==> config.mk <==
export PLATFORM = sky130hd
export DESIGN_NAME = spi_regbank
export DESIGN_NICKNAME = d
export VERILOG_FILES = /design/src/rtl/spireg_pkg.sv /design/src/rtl/spireg_sync.sv /design/src/rtl/spireg_frame.sv /design/src/rtl/spireg_bank.sv /design/src/rtl/spi_regbank.sv
export SDC_FILE = /design/constraint.sdc
export NUM_CORES = 1
export LEC_CHECK = 0
export CORE_MARGIN = 5
export CORE_UTILIZATION = 60
export DETAILED_ROUTE_END_ITERATION = 8
export DONT_BUFFER_PORTS = 1
export GPL_ROUTABILITY_DRIVEN = 1
export PLACE_DENSITY_LB_ADDON = 0.25
export SETUP_SLACK_MARGIN = 0.2
export SYNTH_ARGS = -nofsm -noshare
export SYNTH_HDL_FRONTEND = slang
export SYNTH_HIERARCHICAL = 1
export SYNTH_SLANG_ARGS = --single-unit
==> constraint.sdc <==
create_clock -name clk -period 5.1 [get_ports clk]
set_clock_uncertainty 0.2 [all_clocks]
set_input_delay 1.02 -clock clk [delete_from_list [all_inputs] [get_ports clk]]
set_output_delay 1.02 -clock clk [all_outputs]
set_load 0.05 [all_outputs]
==> src/rtl/spireg_pkg.sv <==
package spireg_pkg;

    localparam int FRAME_BITS = 16;
    localparam int HDR_BITS   = 8;
    localparam int ADDR_W     = 7;
    localparam int DATA_W     = 8;
    localparam int CNT_W      = $clog2(FRAME_BITS);

    typedef enum logic [2:0] {
        FR_IDLE,
        FR_HEADER,
        FR_PAYLOAD,
        FR_COMMIT,
        FR_DRAIN
    } frame_state_e;

endpackage

==> src/rtl/spireg_sync.sv <==
module spireg_sync #(
    parameter int           W       = 3,
    parameter int           STAGES  = 2,
    parameter logic [W-1:0] RST_VAL = '0
) (
    input  logic         clk,
    input  logic         rst_n,
    input  logic [W-1:0] async_in,
    output logic [W-1:0] sync_out
);

    logic [W-1:0] pipe [STAGES];

    always_ff @(posedge clk or negedge rst_n) begin
        if (!rst_n) begin
            for (int i = 0; i < STAGES; i++) begin
                pipe[i] <= RST_VAL;
            end
        end else begin
            pipe[0] <= async_in;
            for (int i = 1; i < STAGES; i++) begin
                pipe[i] <= pipe[i-1];
            end
        end
    end

    assign sync_out = pipe[STAGES-1];

endmodule

==> src/rtl/spireg_frame.sv <==
module spireg_frame
    import spireg_pkg::*;
(
    input  logic              clk,
    input  logic              rst_n,
    input  logic              sck_s,
    input  logic              cs_n_s,
    input  logic              mosi_s,
    input  logic [DATA_W-1:0] rd_byte,
    output logic              hdr_done,
    output logic [ADDR_W-1:0] acc_addr,
    output logic              acc_write,
    output logic [DATA_W-1:0] wr_byte,
    output logic              wr_commit,
    output logic              rd_commit,
    output logic              miso,
    output logic              miso_oe
);

    frame_state_e state_q, state_d;

    logic              sck_prev;
    logic              sck_rise, sck_fall;
    logic [CNT_W-1:0]  bit_cnt;
    logic [HDR_BITS-2:0] hdr_sr;
    logic [HDR_BITS-1:0] hdr_q;
    logic [DATA_W-1:0] data_sr;
    logic [DATA_W-1:0] rd_sr;
    logic              miso_q;
    logic              last_hdr_bit, last_frame_bit;

    assign sck_rise       = sck_s & ~sck_prev;
    assign sck_fall       = ~sck_s & sck_prev;
    assign last_hdr_bit   = (bit_cnt == CNT_W'(HDR_BITS - 1));
    assign last_frame_bit = (bit_cnt == CNT_W'(FRAME_BITS - 1));

    // State register
    always_ff @(posedge clk or negedge rst_n) begin
        if (!rst_n) state_q <= FR_IDLE;
        else        state_q <= state_d;
    end

    // Transitions
    always_comb begin
        state_d = state_q;
        unique case (state_q)
            FR_IDLE:    if (!cs_n_s) state_d = FR_HEADER;
            FR_HEADER:  if (cs_n_s) state_d = FR_IDLE;
                        else if (sck_rise && last_hdr_bit) state_d = FR_PAYLOAD;
            FR_PAYLOAD: if (cs_n_s) state_d = FR_IDLE;
                        else if (sck_rise && last_frame_bit) state_d = FR_COMMIT;
            FR_COMMIT:  state_d = cs_n_s ? FR_IDLE : FR_DRAIN;
            FR_DRAIN:   if (cs_n_s) state_d = FR_IDLE;
            default:    state_d = FR_IDLE;
        endcase
    end

    // Outputs
    always_comb begin
        hdr_done  = 1'b0;
        wr_commit = 1'b0;
        rd_commit = 1'b0;
        miso_oe   = 1'b0;
        acc_addr  = hdr_q[ADDR_W-1:0];
        acc_write = hdr_q[HDR_BITS-1];
        unique case (state_q)
            FR_IDLE: ;
            FR_HEADER: begin
                miso_oe = 1'b1;
                if (sck_rise && last_hdr_bit) begin
                    hdr_done  = 1'b1;
                    acc_addr  = {hdr_sr[ADDR_W-2:0], mosi_s};
                    acc_write = hdr_sr[HDR_BITS-2];
                end
            end
            FR_PAYLOAD: miso_oe = 1'b1;
            FR_COMMIT: begin
                miso_oe   = 1'b1;
                wr_commit = hdr_q[HDR_BITS-1];
                rd_commit = ~hdr_q[HDR_BITS-1];
            end
            FR_DRAIN: miso_oe = 1'b1;
            default: ;
        endcase
    end

    // Datapath
    always_ff @(posedge clk or negedge rst_n) begin
        if (!rst_n) begin
            sck_prev <= 1'b0;
            bit_cnt  <= '0;
            hdr_sr   <= '0;
            hdr_q    <= '0;
            data_sr  <= '0;
            rd_sr    <= '0;
            miso_q   <= 1'b0;
        end else begin
            sck_prev <= sck_s;
            unique case (state_q)
                FR_IDLE: begin
                    bit_cnt <= '0;
                    miso_q  <= 1'b0;
                end
                FR_HEADER: begin
                    miso_q <= 1'b0;
                    if (sck_rise) begin
                        bit_cnt <= bit_cnt + 1'b1;
                        hdr_sr  <= {hdr_sr[HDR_BITS-3:0], mosi_s};
                        if (last_hdr_bit) begin
                            hdr_q <= {hdr_sr, mosi_s};
                            rd_sr <= rd_byte;
                        end
                    end
                end
                FR_PAYLOAD: begin
                    if (sck_rise) begin
                        bit_cnt <= bit_cnt + 1'b1;
                        data_sr <= {data_sr[DATA_W-2:0], mosi_s};
                    end
                    if (sck_fall) begin
                        miso_q <= rd_sr[DATA_W-1];
                        rd_sr  <= {rd_sr[DATA_W-2:0], 1'b0};
                    end
                end
                FR_COMMIT, FR_DRAIN: begin
                    if (sck_fall) miso_q <= 1'b0;
                end
                default: ;
            endcase
        end
    end

    assign wr_byte = data_sr;
    assign miso    = miso_q & miso_oe;

endmodule

==> src/rtl/spireg_bank.sv <==
module spireg_bank
    import spireg_pkg::*;
#(
    parameter int          NREG   = 32,
    parameter logic [7:0]  REV_ID = 8'hA0
) (
    input  logic                   clk,
    input  logic                   rst_n,
    input  logic                   hdr_done,
    input  logic [ADDR_W-1:0]      acc_addr,
    input  logic                   acc_write,
    input  logic [DATA_W-1:0]      wr_byte,
    input  logic                   wr_commit,
    input  logic                   rd_commit,
    input  logic [DATA_W-1:0]      rx_data,
    input  logic                   rx_empty,
    output logic [DATA_W-1:0]      rd_byte,
    output logic                   tx_push,
    output logic                   rx_pop,
    output logic [DATA_W*NREG-1:0] cfg_regs
);

    localparam int REV_ADDR = NREG - 1;

    logic [DATA_W-1:0] slot [NREG];
    logic              pop_armed;
    logic              is_fifo;

    assign is_fifo = (acc_addr == '0);

    assign slot[0]        = '0;
    assign slot[REV_ADDR] = REV_ID;

    genvar g;
    generate
        for (g = 1; g < REV_ADDR; g++) begin : g_reg
            always_ff @(posedge clk or negedge rst_n) begin
                if (!rst_n) slot[g] <= '0;
                else if (wr_commit && acc_addr == ADDR_W'(g)) slot[g] <= wr_byte;
            end
        end
        for (g = 0; g < NREG; g++) begin : g_flat
            assign cfg_regs[DATA_W*g +: DATA_W] = slot[g];
        end
    endgenerate

    // Read data chosen when the header completes
    always_comb begin
        if (is_fifo)                      rd_byte = rx_empty ? '0 : rx_data;
        else if (32'(acc_addr) < NREG)    rd_byte = slot[acc_addr[$clog2(NREG)-1:0]];
        else                              rd_byte = '0;
    end

    always_ff @(posedge clk or negedge rst_n) begin
        if (!rst_n)        pop_armed <= 1'b0;
        else if (hdr_done) pop_armed <= is_fifo && !acc_write && !rx_empty;
    end

    assign tx_push = wr_commit && is_fifo;
    assign rx_pop  = rd_commit && pop_armed;

endmodule

==> src/rtl/spi_regbank.sv <==
module spi_regbank
    import spireg_pkg::*;
#(
    parameter int         NREG        = 32,
    parameter logic [7:0] REV_ID      = 8'hA0,
    parameter int         SYNC_STAGES = 2
) (
    input  logic                  clk,
    input  logic                  rst_n,
    input  logic                  spi_sck,
    input  logic                  spi_cs_n,
    input  logic                  spi_mosi,
    output logic                  spi_miso,
    output logic                  spi_miso_oe,
    output logic                  tx_push,
    output logic [7:0]            tx_data,
    output logic                  rx_pop,
    input  logic [7:0]            rx_data,
    input  logic                  rx_empty,
    output logic [8*NREG-1:0]     cfg_regs
);

    logic [2:0]        pins_s;
    logic              hdr_done, acc_write, wr_commit, rd_commit;
    logic [ADDR_W-1:0] acc_addr;
    logic [DATA_W-1:0] wr_byte, rd_byte;

    spireg_sync #(
        .W       (3),
        .STAGES  (SYNC_STAGES),
        .RST_VAL (3'b010)
    ) u_sync (
        .clk      (clk),
        .rst_n    (rst_n),
        .async_in ({spi_sck, spi_cs_n, spi_mosi}),
        .sync_out (pins_s)
    );

    spireg_frame u_frame (
        .clk       (clk),
        .rst_n     (rst_n),
        .sck_s     (pins_s[2]),
        .cs_n_s    (pins_s[1]),
        .mosi_s    (pins_s[0]),
        .rd_byte   (rd_byte),
        .hdr_done  (hdr_done),
        .acc_addr  (acc_addr),
        .acc_write (acc_write),
        .wr_byte   (wr_byte),
        .wr_commit (wr_commit),
        .rd_commit (rd_commit),
        .miso      (spi_miso),
        .miso_oe   (spi_miso_oe)
    );

    spireg_bank #(
        .NREG   (NREG),
        .REV_ID (REV_ID)
    ) u_bank (
        .clk       (clk),
        .rst_n     (rst_n),
        .hdr_done  (hdr_done),
        .acc_addr  (acc_addr),
        .acc_write (acc_write),
        .wr_byte   (wr_byte),
        .wr_commit (wr_commit),
        .rd_commit (rd_commit),
        .rx_data   (rx_data),
        .rx_empty  (rx_empty),
        .rd_byte   (rd_byte),
        .tx_push   (tx_push),
        .rx_pop    (rx_pop),
        .cfg_regs  (cfg_regs)
    );

    assign tx_data = wr_byte;

endmodule

# Word-level counts from Yosys, hierarchy flattened

Cells that the tools add are included.

Register bits: 287
Bits of input ports: 14
Memories kept: 0
Logic and storage cells: 182
Output and inout port bits: 268
RAM bits: 0
Bits in latches: 0
Bits in read-only memories: 0

Multiply operators: 0
Divide/modulo/power cells: 0
Eq/ne operators: 45
Bitwise logic cells: 7
Order comparisons: 2
Add/subtract/negate cells: 1
Shift operators: 0
Multiplexer cells: 32
Reductions and logical operators: 54

Operators with widths:

| cell                                                                 | number |
|---|---|
| 7-bit by 5-bit == test with 1-bit output, second input constant      | 15 |
| 8-bit two-way mux                                                    | 8 |
| 7-bit by 4-bit == test with 1-bit output, second input constant      | 8 |
| 8-bit binary-select mux with 5-bit select                            | 1 |
| 1-bit logical AND                                                    | 36 |
| 7-bit by 3-bit == test with 1-bit output, second input constant      | 4 |
| 3-bit two-way mux                                                    | 7 |
| 8-bit case mux with 2 select lines                                   | 1 |
| 3-bit case mux with 5 select lines                                   | 1 |
| 7-bit by 2-bit == test with 1-bit output, second input constant      | 2 |
| 7-bit two-way mux                                                    | 2 |
| 2-bit by 1-bit != test with 1-bit output, second input constant      | 5 |
| 1-bit two-way mux                                                    | 9 |
| 4-bit case mux with 2 select lines                                   | 1 |
| 4-bit AND reduction                                                  | 2 |
| 7-bit by 1-bit == test with 1-bit output, second input constant      | 1 |
| 7-bit zero test                                                      | 1 |
| 7-bit by 6-bit < comparator with 1-bit output, second input constant | 1 |
| 3-bit by 2-bit == test with 1-bit output, second input constant      | 2 |
| 6-bit greater-or-equal comparator, second input constant             | 1 |
| 3-bit by 2-bit != test with 1-bit output, second input constant      | 2 |
| 5-bit inverter with 6-bit output                                     | 1 |
| 2-bit AND reduction                                                  | 3 |
| 3-bit AND reduction                                                  | 2 |
| other kinds (16)                                                     | 25 |

# Longest topological paths before layout

Depth in word-level cells: 14
Depth in mapped cells: 18
Mapped depth without buffers: 11

# By module

Netlist, hierarchy kept.

By module, submodules not included:

| module       | cells each | instances | area each (sq um) | sequential area each (sq um) |
|---|---|---|---|---|
| spireg_bank  | 785        | 1         | 11537.3           | 6030.8 |
| spireg_frame | 147        | 1         | 1950.6            | 1001.0 |
| spireg_sync  | 9          | 1         | 175.2             | 152.6 |

# Worst setup path before layout

Ideal clock, no wire load.

Path type: flip-flop to output port
Start: register u_frame.state_q[2]
End: output tx_push
Buffers on the path: 7
Cell stages (with the launch flop): 13
Path slack: 0.814 ns
Data arrival time: 3.066 ns
Data required time: 3.880 ns
Path through: dfrtp_1 > buf_6 > or4b_4 > or2_1 > buf_6 > buf_12 > mux2_4 > buf_6 > buf_6 > buf_6 > buf_4 > nor2_2 > and3_1

Cells in the longest elaborated chain, start to end: 4
Elaborated cells on any way between the ends: 6
Those cells by class: eq/ne (2); mux (2); reduce/logical (2)

RTL lines:

| what                                     | line               | RTL |
|---|---|---|
| start: declaration                       | spireg_frame.sv:20 | `frame_state_e state_q, state_d;` |
| start signal: assignment                 | spireg_frame.sv:40 | `else state_q <= state_d;` |
| 3-bit by 1-bit == test with 1-bit output | spireg_frame.sv:66 | `unique case (state_q)` |
| 7-bit two-way mux                        | spireg_frame.sv:66 |  |
| net acc_addr[0]                          | spi_regbank.sv:25  | `logic [ADDR_W-1:0] acc_addr;` |
| 7-bit zero test                          | spireg_bank.sv:29  | `assign is_fifo = (acc_addr == '0);` |
| 1-bit logical AND                        | spireg_bank.sv:59  | `assign tx_push = wr_commit && is_fifo;` |
| end: declaration                         | spi_regbank.sv:15  | `output logic tx_push,` |

The timed path passes the listed nets, and every way through them passes these cells.

# Worst setup path in the final report

Ends and elaborated chain as after synthesis.

==> impl_summary.log <==
[metrics] count of endpoints failing setup in the final report: 0
[metrics] count of buffers from port buffering: 0
[metrics] smallest setup slack after layout: between 0.3 and 0.4 ns
[metrics] Starting DRT DRC Count: between 800 and 900
[metrics] max-slew violation count: 0
[metrics] depth of the most critical reg-to-reg path: 10
[metrics] total via count in the routed design: roughly 8400
[metrics] sequential area share after synthesis: 0.526
[metrics] remaining antenna violation count after routing: 0
[metrics] number of nets in the finished design: around 940
[metrics] sum of routed wire length over all layers: 39.1 mm
[metrics] top layer used by detailed routing: met5
[metrics] global placer's final weighted congestion: between 0.8 and 0.9
[metrics] CTS tree: built
[metrics] launch point of the worst reg-to-reg path: u_frame/state_q[2]
[metrics] area added between synthesis and finish: 7.87%
[metrics] maximum clock rate: around 0.21 GHz
[metrics] pin count of the biggest net entering global routing: ~290
[metrics] met3 routed wirelength: approximately 4.4 mm
[metrics] Worst slew margin: 0.234
[metrics] sum of negative setup slack: 0 ns
[metrics] Filler Cell Count: between 1500 and 2000
[metrics] most frequent cells in the layout: 290 x mux2_2, 284 x dfrtp_1, 44 x mux4_2, 35 x nand2_1, 30 x clkbuf_16
[metrics] post-synthesis cell area: about 14000 um2
[metrics] period utilization: 0.927
[metrics] minimum period implied by the final worst setup slack: about 4.7 ns
[metrics] arrival time reported for the critical path endpoint: approximately 3.5 ns
[metrics] area of the core: roughly 23000 um2
[metrics] DRC viols: 0
[metrics] antenna fix cells: 0
[metrics] Max clock buf depth: 3
[metrics] layout cells sized above 1: 0.463
[metrics] number of enable flip-flop cells after synthesis: 0
[metrics] htree depth: 1
[metrics] Final Hold Violating Endpoints: 36
[metrics] clock latency of the later-clocked register in the worst-skew pair: 0.57 ns
[metrics] Critical Path Sink Type: output port
[metrics] Starting Density: 0.607
[metrics] global router's overall resource usage: 0.297
[metrics] detailed-route vias per instance: between 6 and 7
[metrics] path type of the worst min-delay path: in2async
[metrics] Routed wire per std cell: between 30 and 40 um
[metrics] setup repair after global routing missed its margin: no
[metrics] maximum vdd ir drop: between 0.0002 and 0.0003 V
[metrics] Final Hold Slack: -0.0435 ns
[metrics] Post-Synthesis Mean Instance Area: between 10 and 15 um2
[metrics] antenna violations before repair: 3
[metrics] data required time at the worst endpoint: ~3.9 ns
[metrics] met2 routed wirelength: 17.9 mm
[metrics] wire length of the first global-routing pass: between 50 and 60 mm
[metrics] Post-synth top flop: dfrtp_1
[metrics] Async S/R FF share, synth: 1.00
[metrics] buffers inserted during post-CTS setup optimization: 0
[metrics] FP Rows: 55
[metrics] CTS sink count: around 290
[metrics] critical path start-end classification: reg2out
[metrics] number of warnings printed during yosys synthesis: 6
[metrics] cell count after synthesis: between 900 and 1000
[metrics] maximum fanout encountered on the critical timing path: 32
[metrics] transition at the pin with the smallest max-transition slack: around 1.1 ns
[metrics] Num CTS Buffers: 30
[metrics] leakage dissipation: just over 7 nW
[metrics] Die H: 161 um
[metrics] most common cell after layout, fill and taps aside: mux2_2
[metrics] run status: finished, violations left
[metrics] Seq cells post-synth: 287
[metrics] number of top-level pins: roughly 280
[metrics] internal reg-to-reg setup slack: 0.67 ns
[metrics] GRT overflow: 0
[metrics] violations in the final reports: negative hold slack
[metrics] Die Footprint: ~26000 um2
[metrics] number of maximum-capacitance violations: 0
[metrics] setup slack at placement: ~0.63 ns
[metrics] cell area power density: around 310 nW/um2
[metrics] post-synthesis cell type count: 68
[metrics] capturing point of the worst reg2reg path: u_frame/rd_sr[3]
[metrics] Detail Placement HPWL: ~26 mm
[metrics] buffer type at the clock tree root: clkbuf_16
[metrics] first-pass detailed-route iteration total: 6
[metrics] via count of the first global-routing pass: between 8000 and 9000
[metrics] met1 WL: between 15 and 20 mm
[metrics] DIE WIDTH: 161 um
[metrics] clock-pin slew reported for the worst setup and hold paths after clock tree synthesis: roughly 0.06 ns
[metrics] crit path launch type: register
## worst max path at each step
stage	from	end	slack, ns	depth (start not counted)
after floorplan	u_frame/state_q[2]	tx_push	0.81	12
after global placement	u_frame/state_q[2]	u_frame/rd_sr[2]	0.67	10
after CTS	u_frame/state_q[2]	tx_push	0.29	8
after detailed placement	u_frame/state_q[2]	u_frame/rd_sr[2]	0.63	10
final	u_frame/state_q[2]	tx_push	0.37	7
after global routing	u_frame/state_q[0]	tx_push	0.23	7
## Yosys cell counts, types with 3 or more instances
master,n,area [um2]
o21a_1,3,22.5
and3_1,3,18.8
and2_1,4,25.0
nand2_1,35,131
nor2_1,15,56.3
a22o_1,3,26.3
mux4_1,6,158
mux2_2,290,3270
mux4_2,44,991
dfrtp_1,285,7130
a32o_1,5,50.1
o21ai_0,12,60.1
nand3_1,5,25.0
buf_2,19,95.1
nand2b_1,5,31.3
buf_4,21,158
mux2i_1,17,170
nor2_2,4,25.0
inv_1,8,30.0
nor3_4,5,81.3
nand4_1,4,25.0
buf_1,10,37.5
nor2b_1,11,68.8
a21oi_1,16,80.1
nor3_1,8,40.0
mux2_4,9,135
o2111ai_1,3,26.3
nand2_2,3,18.8
a31oi_1,3,18.8
o211ai_1,6,45.0
clkbuf_1,26,97.6
nor3b_1,3,22.5
buf_6,6,67.6
## critical path, cell delays in order, from the launching register on
cell and delay (ns):
dfrtp_1 0.48, or4b_4 0.55, or2_1 0.26, mux2_4 0.54, buf_4 0.28, nor2_2 0.33, and3_1 0.29, buf_4 0.22
## layout make-up
class / instances / area, um2 / area share
Timing Repair Buffer: 19 / 168 / 0.0114
Sequential cell: 287 / 7190 / 0.488
Clock buffer: 41 / 862 / 0.0585
Tap cell: 285 / 357 / 0.0242
Inverter: 8 / 30.0 / 0.00204
Clock inverter: 15 / 115 / 0.00781
Multi-Input combinational cell: 576 / 6020 / 0.409
## cells by family after synthesis
family          after synthesis  share of synthesized area
flops                       287                      0.526
fa+ha+maj                     3                    0.00238
simple gates                120                     0.0510
compound gates               70                     0.0361
xor+xnor                      1                   0.000641
other cells                   2                   0.000550
buf+inv                      92                     0.0381
mux                         366                      0.345
## per-layer routing
metal | vias up | global-route usage
met5 | - | 0
met3 | 80 | 0.111
met2 | 464 | 0.451
met1 | 4459 | 0.409
li1 | 3423 | -
met4 | 6 | 0.0787
## metrics by stage
stage	power, mW	std cells	utilization	area [um2]
after floorplan	2.44	955	-	13700
after global placement	2.44	1175	0.611	13800
after detailed placement	2.45	1175	0.611	13800
after CTS	4.58	1231	0.655	14700
after global routing	4.69	1231	0.655	14700
final	4.56	1231	0.655	14700
## sequential cells by signal, indices dropped and copies added, names as in the netlist
name and cells:
u_sync/sync_out 3, u_bank/pop_armed 1, u_frame/state_q 3, u_frame/rd_sr 8, u_bank/cfg_regs 240, u_frame/hdr_sr 7
u_frame/miso_q 1, u_frame/wr_byte 8, u_frame/sck_prev 1, u_sync/pipe 3, u_frame/bit_cnt 4, u_frame/hdr_q 8
## timing repair
item,CTS,global route
hold endpoints to repair,285,278
resized for setup,0,1
setup endpoints to repair,0,1
## power by group
part	switching (mW)	internal, mW	total [mW]
clock network	0.919	1.23	2.15
registers	0.0274	2.31	2.33
logic	0.0439	0.0301	0.0740
Note: power is estimated with default switching activity, not from simulation.
